[src/rtl/issue_interlock.sv]
module issue_interlock #(
  parameter int RW      = 4,
  parameter int NSRC    = 3,
  parameter int NENT    = 4,
  parameter int PC_REG  = 15,
  parameter int LAT_ALU = 1,
  parameter int LAT_MUL = 3,
  parameter int LAT_LD  = 3
) (
  input  logic               clk,
  input  logic               rst_n,
  input  logic               iss_valid,
  input  logic [1:0]         iss_class,
  input  logic               iss_dst_en,
  input  logic [RW-1:0]      iss_dst,
  input  logic [NSRC-1:0]    iss_src_en,
  input  logic [NSRC-1:0]    iss_src_early,
  input  logic [NSRC*RW-1:0] iss_src,
  input  logic               iss_acc,
  output logic               stall
);

  localparam int MAXL = (LAT_ALU > LAT_MUL) ? ((LAT_ALU > LAT_LD) ? LAT_ALU : LAT_LD)
                                            : ((LAT_MUL > LAT_LD) ? LAT_MUL : LAT_LD);
  localparam int CW = $clog2(MAXL + 1);
  localparam int IW = (NENT > 1) ? $clog2(NENT) : 1;
  localparam logic [1:0] CLS_ALU = 2'd0;
  localparam logic [1:0] CLS_MUL = 2'd1;
  localparam logic [1:0] CLS_LD  = 2'd2;

  logic [NENT-1:0] val_q;
  logic [NENT-1:0] mul_q;
  logic [RW-1:0]   dst_q [NENT];
  logic [CW-1:0]   cnt_q [NENT];

  logic [CW-1:0]   lat_new;
  logic            trk;
  logic [NENT-1:0] hit;
  logic            any_free;
  logic [IW-1:0]   alloc_idx;
  logic            fire;

  always_comb begin
    case (iss_class)
      CLS_MUL: lat_new = CW'(LAT_MUL);
      CLS_LD:  lat_new = CW'(LAT_LD);
      default: lat_new = CW'(LAT_ALU);
    endcase
  end

  assign trk = iss_dst_en && (iss_dst != RW'(PC_REG));

  for (genvar i = 0; i < NENT; i++) begin : g_ent
    logic src_dep;
    logic waw;
    always_comb begin
      src_dep = 1'b0;
      for (int j = 0; j < NSRC; j++) begin
        if (iss_src_en[j] && iss_src[j*RW +: RW] == dst_q[i] &&
            (iss_src_early[j] || cnt_q[i] != '0) &&
            !(j == NSRC-1 && iss_acc && iss_class == CLS_MUL && mul_q[i]))
          src_dep = 1'b1;
      end
    end
    assign waw    = trk && dst_q[i] == iss_dst && cnt_q[i] >= lat_new;
    assign hit[i] = val_q[i] && (src_dep || waw);
  end

  always_comb begin
    any_free  = 1'b0;
    alloc_idx = '0;
    for (int i = NENT-1; i >= 0; i--) begin
      if (!val_q[i]) begin
        any_free  = 1'b1;
        alloc_idx = IW'(i);
      end
    end
  end

  assign stall = iss_valid && ((|hit) || (trk && !any_free));
  assign fire  = iss_valid && !stall;

  always_ff @(posedge clk) begin
    if (!rst_n) begin
      val_q <= '0;
      mul_q <= '0;
      for (int i = 0; i < NENT; i++) begin
        dst_q[i] <= '0;
        cnt_q[i] <= '0;
      end
    end else begin
      for (int i = 0; i < NENT; i++) begin
        if (fire && trk && alloc_idx == IW'(i)) begin
          val_q[i] <= 1'b1;
          mul_q[i] <= (iss_class == CLS_MUL);
          dst_q[i] <= iss_dst;
          cnt_q[i] <= lat_new - CW'(1);
        end else if (fire && trk && val_q[i] && dst_q[i] == iss_dst) begin
          val_q[i] <= 1'b0;
        end else if (val_q[i]) begin
          if (cnt_q[i] == '0) val_q[i] <= 1'b0;
          else cnt_q[i] <= cnt_q[i] - CW'(1);
        end
      end
    end
  end

  for (genvar i = 0; i < NENT; i++) begin : g_chk
    a_r7_pc_untracked: assert property (@(posedge clk) disable iff (!rst_n)
      val_q[i] |-> dst_q[i] != RW'(PC_REG));
    a_r9_count_steps: assert property (@(posedge clk) disable iff (!rst_n)
      (val_q[i] && cnt_q[i] != '0) |=> (!val_q[i] || cnt_q[i] == $past(cnt_q[i]) - CW'(1)));
  end

  a_r2_load_blocks_next: assert property (@(posedge clk) disable iff (!rst_n)
    (fire && iss_class == CLS_LD && trk) |=>
      (!(iss_valid && iss_src_en[0] && !iss_src_early[0] && iss_src[RW-1:0] == $past(iss_dst)) || stall));

  a_r8_independent_free: assert property (@(posedge clk) disable iff (!rst_n)
    (iss_valid && iss_src_en == '0 && !iss_dst_en) |-> !stall);

  a_r6_mac_chain: assert property (@(posedge clk) disable iff (!rst_n)
    (fire && iss_class == CLS_MUL && trk) |=>
      (!(iss_valid && iss_class == CLS_MUL && iss_acc && !iss_dst_en &&
         iss_src_en == NSRC'(1) << (NSRC-1) && !iss_src_early[NSRC-1] &&
         iss_src[(NSRC-1)*RW +: RW] == $past(iss_dst)) || !stall));

endmodule

[config.mk]
export PLATFORM = sky130hd
export DESIGN_NAME = issue_interlock
export DESIGN_NICKNAME = d
export VERILOG_FILES = /design/src/rtl/issue_interlock.sv
export SDC_FILE = /design/constraint.sdc
export NUM_CORES = 1
export LEC_CHECK = 0
export CORE_UTILIZATION = 35
export DETAILED_ROUTE_END_ITERATION = 10
export SLEW_MARGIN = 20
export SYNTH_ARGS = -nofsm -noshare
export SYNTH_HDL_FRONTEND = slang
export SYNTH_SLANG_ARGS = --single-unit
[constraint.sdc]
create_clock -name clk -period 3.1 [get_ports clk]
set_input_delay 0.465 -clock clk [delete_from_list [all_inputs] [get_ports clk]]
set_output_delay 0.465 -clock clk [all_outputs]
set_load 0.01 [all_outputs]
==> results of run 1 <==
-- final cells by class --
| type | instances | area (um^2) | share of cell area, % |
|---|---|---|---|
| multi-input combinational | 203 | 1630 | 47.40 |
| timing repair buffer | 72 | 616.8 | 17.93 |
| sequential | 32 | 880.8 | 25.61 |
| clock inverter | 2 | 33.78 | 0.9822 |
| tap | 96 | 120.1 | 3.492 |
| inverter | 20 | 75.07 | 2.183 |
| clock buffer | 6 | 82.58 | 2.401 |
-- cells by family after synthesis --
logic type / count (synthesis)
fa+ha+maj: 9
mux: 3
flops: 32
buf+inv: 42
compound gates: 46
simple gates: 81
xor+xnor: 64
-- cells in the final DEF (no fill, tap or decap), drive strengths merged, types with 3 or more instances in the layout --
cell	Yosys	routed
o31ai	9	9
o211ai	3	3
xnor2	44	44
o2111ai	4	4
and2	3	3
inv	20	20
nor2b	3	3
buf	13	44
o311ai	5	5
nor3	25	25
xor2	20	20
o32ai	3	3
dfxtp	8	8
a21oi	4	4
edfxtp	24	24
clkbuf	9	6
nand2b	3	3
ha	9	9
mux2i	3	3
o21ai	11	11
nor4	4	4
nand2	16	16
nand4	10	10
nand3	6	6
a311oi	3	3
clkdlybuf4s50	0	26
nor2	4	4
-- worst register-to-register path, cell delays in order (launching register included) --
cell and delay, ns:
edfxtp_1 0.44, inv_1 0.08, ha_1 0.19, inv_1 0.08, o21ai_0 0.23, nor3_1 0.14, nor4_2 0.34, inv_1 0.07
a22o_1 0.24, buf_4 0.18, or2_4 0.26, o211ai_1 0.29
-- worst max path at each step --
stage                           endpoint  slack, ns  depth (start not counted)
2_1_floorplan  dst_q[2][0]$_SDFFCE_PN0P_       0.13                         12
3_3_place_gp   cnt_q[2][0]$_SDFFCE_PN0P_      -0.52                         13
3_5_place_dp   cnt_q[0][1]$_SDFFCE_PN0P_      -0.49                         13
4_1_cts        cnt_q[2][0]$_SDFFCE_PN0P_     0.0004                         13
5_1_grt                            stall       0.08                         10
6_report                           stall       0.24                         10
-- flip-flops by register name, indices dropped and copies added, names as in the netlist --
name	count
mul_q	4
dst_q	16
cnt_q	8
val_q	4
-- metal layers --
| metal | global-route usage (%) | part of all wire, % | vias to the layer above |
|---|---|---|---|
| met5 | 0 | 0 | - |
| met4 | 8.793 | 2.8 | 0 |
| met2 | 34.67 | 48 | 62 |
| li1 | - | - | 1102 |
| met1 | 26.09 | 45 | 1077 |
| met3 | 3.110 | 4.0 | 14 |
-- power by group through the flow --
stage	combinational [mW]	sequential (mW)	clock [mW]
floorplan	0.160	0.498	0
CTS	0.272	0.505	0.418
finish	0.285	0.505	0.416
global route	0.310	0.507	0.436
global placement	0.260	0.514	0
detailed placement	0.264	0.514	0
-- metrics by stage --
stage	hold WS, ns	std cells
finish	0.4737	431
global route	0.5083	431
CTS	0.4771	430
detailed placement	0.4667	422
global placement	0.4572	422
floorplan	0.4353	277
-- repair_timing --
action	4_1_cts	5_1_grt
buffers inserted	0	1
pin swaps	5	10
endpoints found under the setup margin	49	55
hold endpoints to repair	0	0
hold buffers	0	0
gates resized for setup	11	20
==> out/metrics.csv, run 1 <==
stage,metric,value,unit
global_routing,Overflow after GRT,0,
power,clock network fraction of total power,34.5,%
setup_path,crit end category,output port,
setup_path,CP Cell Sequence,"inv_1, ha_1, inv_1, o21ai_0, nor3_1, nor4_2, inv_1, a22o_1, o21a_1, buf_2",
yosys,post-synthesis compound-gate area fraction,13.84,%
power,NetSw,325.7,uW
route,DRC viols,0,
setup_path,R2R Path End,cnt_q[2][0]$_SDFFCE_PN0P_,
global_routing,initial antenna violation count,0,
placed_design,pre-CTS setup slack,-0.4873,ns
setup_path,Worst Path Buf+Inv,4,
global_routing,vias in the first global route,2315,
setup_path,Crit Path Max Fanout,3,
die,I/O pins,30,
timing,Final Hold Vio Count,0,
cells_and_area,layout cells sized above 1,23.58,%
yosys,post-synth cell types,45,
power,Net Sw Frac,26.99,%
route,DRT Pass-1 Iters,4,
setup_path,WP data arrival,2.39,ns
yosys,most instantiated cells after synthesis,"xnor2_1, edfxtp_1, nor3_1, inv_1, xor2_1",
cells_and_area,Final nets,372,
timing,Relative slew margins,65.37,%
yosys,area share of the largest cell type after synthesis,27.88,%
power,Pint,880.8,uW
global_routing,GRT Total Usage,20.56,%
route,Routed WL,7365,um
setup_path,Critical Path Start,cnt_q[1][0]$_SDFFCE_PN0P_,
timing,fin crit period,2.859,ns
yosys,top-count cell post-synth,xnor2_1,
timing,Max Clock Freq,0.3498,GHz
placed_design,Post-DP Area,3192,um^2
global_routing,global-route wire length before repair,11650,um
placed_design,DP Wirelength,5953,um
yosys,Mapped Cells,277,
timing,Max Clock Skew,0.006459,ns
timing,setup_tns,0,ns
cells_and_area,fill count,671,
cells_and_area,Final Cell Area,3440,um^2
setup_path,crit path launch type,flip-flop,
route,Iter 0 DRT Violations,130,
die,die width,87.94,um
die,core area,6982,um^2
yosys,synthesized area per cell,9.332,um^2
yosys,Yosys top cell by area,edfxtp_1,
clocking,CTS Buf Count,5,
setup_path,Crit path max-delay family,compound AO/OA/AOI/OAI gates,
global_routing,largest net degree at the start of global routing,17,
setup_path,R2R cell count,11,
route,drt wl/cell,17.09,um
timing,pin slew with the least headroom to its limit,0.5178,ns
setup_path,FF-to-FF Start,cnt_q[1][0]$_SDFFCE_PN0P_,
power,Final Power,1.206,mW
power,sequential power share,41.9,%
yosys,"top cells by area, synth","edfxtp_1, xnor2_1, xor2_1, dfxtp_1, nor3_1",
hold_path,Hold Path Depth,2,
hold_path,worst min path class,reg2reg,
timing,RSZ-0062 raised after global routing,false,
clocking,CTS tree,built,
yosys,Post-synth EDFFs,24,
yosys,sequential fraction of the synthesis area,34.08,%
clocking,Max H-tree Level,2,
outcome,status,completed,
die,initial core utilization,37.03,%
yosys,xor-xnor portion of the synthesized cell area,21.68,%
yosys,mux cell area share after synthesis,1.162,%
yosys,Synthesized Nets,315,
cells_and_area,Layout area overhead,33.06,%
die,Die Ht,87.94,um
yosys,simple logic cell fraction of the synthesized area,17.38,%
route,Vias per Instance,5.232,
timing,Final Slew Violations,0,
die,die area,7733,um^2
hold_path,WHS Endpoint,mul_q[1]$_SDFFE_PN0P_,
setup_path,worst reg2reg setup slack,0.24,ns
power,peak supply drop,0.1309,mV
yosys,Synth warnings,0,
clocking,CTS root buf,clkbuf_8,
route,via count,2255,
yosys,Synth Area in Adders,4.356,%
clocking,CTS max path bufs,2,
timing,final period utilization,92.23,%
setup_path,critical path class,reg2out,
clocking,clk sinks,32,
yosys,Synth Register Bits,32,
power,P_leak,1.252,nW
setup_path,Worst Path Required,2.63,ns
setup_path,most used cell along the critical path,inv_1,
placed_design,I/O Buffers,29,
placed_design,Placer Congestion,0.9267,
clocking,Worst-Skew Late Latency,0.29,ns
yosys,async set or reset register ratio after synthesis,0,%
yosys,ys flop type,edfxtp_1,
route,Post-DRT Antenna Nets,0,
flow_run,# Max-Cap Violations,0,
hold_path,hold path startpoint,mul_q[1]$_SDFFE_PN0P_,
clocking,clk slew on worst S/H paths,0.07,ns
die,Core Rows,30,
power,PwrDens,350.8,nW/um^2
setup_path,Slowest cell on crit path,edfxtp_1,
yosys,main combinational cell family by area after synthesis,XOR/XNOR gates,
timing,final setup violation count,0,
cells_and_area,Final Core Density,49.27,%
timing,setup ws final,0.2409,ns
cells_and_area,ANT cells,0,
power,logic gate share of total power,23.6,%
setup_path,largest stage delay on the critical path,0.44,ns
yosys,mapped cell area,2585,um^2
Note: power is estimated with default switching activity, not from simulation.
==> run 2: changes to the inputs <==
- CORE_UTILIZATION: 35 -> 38
- DONT_BUFFER_PORTS: default -> 1
==> out/metrics.csv, run 2 (same netlist as run 1, synthesis figures left out) <==
stage,metric,value,unit,change
timing,Max Clock Skew,0.006490,ns,+0.00003075 ns
placed_design,Placer Congestion,0.9092,,-1.9%
hold_path,worst min path class,in2reg,,
cells_and_area,ANT cells,0,,unchanged
timing,Relative slew margins,68.87,%,+3.5 points
clocking,number of gates resized after cts,0,,-11
timing,pin slew with the least headroom to its limit,0.4627,ns,-0.05512 ns
global_routing,initial antenna violation count,0,,unchanged
cells_and_area,layout cells sized above 1,10.87,%,-13 points
timing,final setup violation count,0,,unchanged
cells_and_area,Layout area overhead,7.406,%,
timing,final period utilization,95.01,%,+2.8 points
die,die width,84.48,um,-3.9%
power,PwrDens,393.5,nW/um^2,+12%
global_routing,global-route wire length before repair,11070,um,-5.0%
clocking,Worst-Skew Late Latency,0.28,ns,about the same
setup_path,crit end category,output port,,
placed_design,pre-CTS setup slack,-0.03144,ns,+0.4558 ns
route,drt wl/cell,19.16,um,+12%
power,P_leak,0.9653,nW,-23%
clocking,clk sinks,32,,unchanged
setup_path,worst reg2reg setup slack,0.33,ns,+0.09 ns
placed_design,DP Wirelength,5439,um,-8.6%
timing,Final Hold Vio Count,0,,unchanged
clocking,CTS Buf Count,5,,unchanged
route,DRC viols,5,,+5
setup_path,WP data arrival,2.48,ns,+0.09 ns
die,I/O pins,30,,unchanged
die,initial core utilization,40.02,%,+3.0 points
power,peak supply drop,0.1898,mV,+45%
cells_and_area,biggest regs,"dst_q (16), cnt_q (8)",,
route,Iter 0 DRT Violations,135,,+3.8%
outcome,failing checks,DRC,,
setup_path,crit path launch type,input pin,,
clocking,post-CTS setup buffers,0,,unchanged
route,DRT Pass-1 Iters,9,,+5
setup_path,Crit Path Max Fanout,7,,+4
global_routing,largest net degree at the start of global routing,19,,+2
timing,fin crit period,2.945,ns,+0.08626 ns
cells_and_area,"commonest non-fill, non-tap cell in the layout",xnor2_1,,
route,via count,2029,,-10%
global_routing,vias in the first global route,2147,,-7.3%
cells_and_area,Final nets,313,,-16%
clocking,CTS root buf,clkbuf_8,,
setup_path,critical path class,in2out,,
clocking,clk slew on worst S/H paths,0.07,ns,about the same
die,core area,6459,um^2,-7.5%
global_routing,Overflow after GRT,0,,unchanged
route,Post-DRT Antenna Nets,0,,unchanged
route,Routed WL,6763,um,-8.2%
die,Core Rows,29,,-3.3%
clocking,CTS tree,built,,
clocking,CTS Hold Bufs,0,,unchanged
clocking,Max H-tree Level,2,,unchanged
timing,setup ws final,0.1546,ns,-0.08626 ns
setup_path,R2R cell count,9,,-2
flow_run,# Max-Cap Violations,0,,unchanged
timing,Final Slew Violations,0,,unchanged
placed_design,I/O Buffers,0,,-100%
die,die area,7136,um^2,-7.7%
hold_path,Hold Path Depth,2,,unchanged
clocking,CTS max path bufs,2,,unchanged
die,Die Ht,84.48,um,-3.9%
global_routing,GRT Total Usage,20.54,%,about the same
outcome,status,finished with violations,,
route,Vias per Instance,5.748,,+9.9%
timing,RSZ-0062 raised after global routing,false,,
setup_path,Worst Path Required,2.63,ns,about the same
cells_and_area,max FFs per register,16,,unchanged
timing,Max Clock Freq,0.3395,GHz,-2.9%
cells_and_area,most frequent cells in the layout,"xnor2_1, nor3_1, edfxtp_1",,
timing,WHS,0.3381,ns,-0.1356 ns
cells_and_area,Top reg by flops,dst_q,,
[run 2: cell count changes in the layout (fill, tap and decap cells not counted), sizes merged]
cell,delta
buf,-31
dlymetal6s2s,-1
dlygate4sd2,-1
clkdlybuf4s50,-26
[run 2: worst paths after layout]
path,from,endpoint
worst max-delay path,iss_class[1],stall
worst min-delay path,rst_n,mul_q[0]$_SDFFE_PN0P_
worst max register to register,cnt_q[3][1]$_DFFE_PP_,cnt_q[0][0]$_SDFFCE_PN0P_
worst min register to register,mul_q[0]$_SDFFE_PN0P_,mul_q[0]$_SDFFE_PN0P_
[run 2: where the power goes]
part	leakage, nW	total [mW]	internal, mW	switching (mW)
combinational	0.592	0.181	0.0869	0.0937
sequential	0.315	0.505	0.479	0.0264
clock	0.0588	0.407	0.259	0.148
[run 2: layout make-up]
cell class                      count  area (um^2)
Clock buffer                        6        82.58
Clock inverter                      2        33.78
Fill cell                         643         3682
Inverter                           20        75.07
Multi-Input combinational cell    203         1510
Sequential cell                    32        880.8
Tap cell                           77        96.34
Timing Repair Buffer               13        97.59
[run 2: routing by layer]
| layer | wire (um) | vias up | part of all wire [%] | track usage, % |
|---|---|---|---|---|
| li1 | - | 983 | - | - |
| met1 | 3013 | 975 | 45 | 25.84 |
| met2 | 3163 | 57 | 47 | 34.35 |
| met3 | 402 | 14 | 5.9 | 4.425 |
| met4 | 185 | 0 | 2.7 | 8.475 |
| met5 | 0 | - | 0 | 0 |
[run 2: per-stage QoR]
| step | setup TNS [ns] | utilization [%] | std cells | area (um^2) | power (mW) |
|---|---|---|---|---|---|
| CTS | 0 | 42.99 | 353 | 2776 | 1.102 |
| finish | 0 | 42.99 | 353 | 2776 | 1.093 |
| global placement | 0 | 41.19 | 345 | 2660 | 0.6895 |
| global route | 0 | 42.99 | 353 | 2776 | 1.139 |
| detailed placement | -0.1580 | 41.19 | 345 | 2660 | 0.6929 |
| floorplan | 0 | - | 277 | 2585 | 0.6580 |
[run 2: critical path, cell delays in order]
cell and delay (ns):
inv_1 0.02, ha_1 0.30, buf_4 0.18, ha_1 0.27, a21oi_1 0.15, nor3_1 0.08
nor4_2 0.21, inv_1 0.08, a22o_1 0.32, buf_4 0.19, o21a_1 0.21
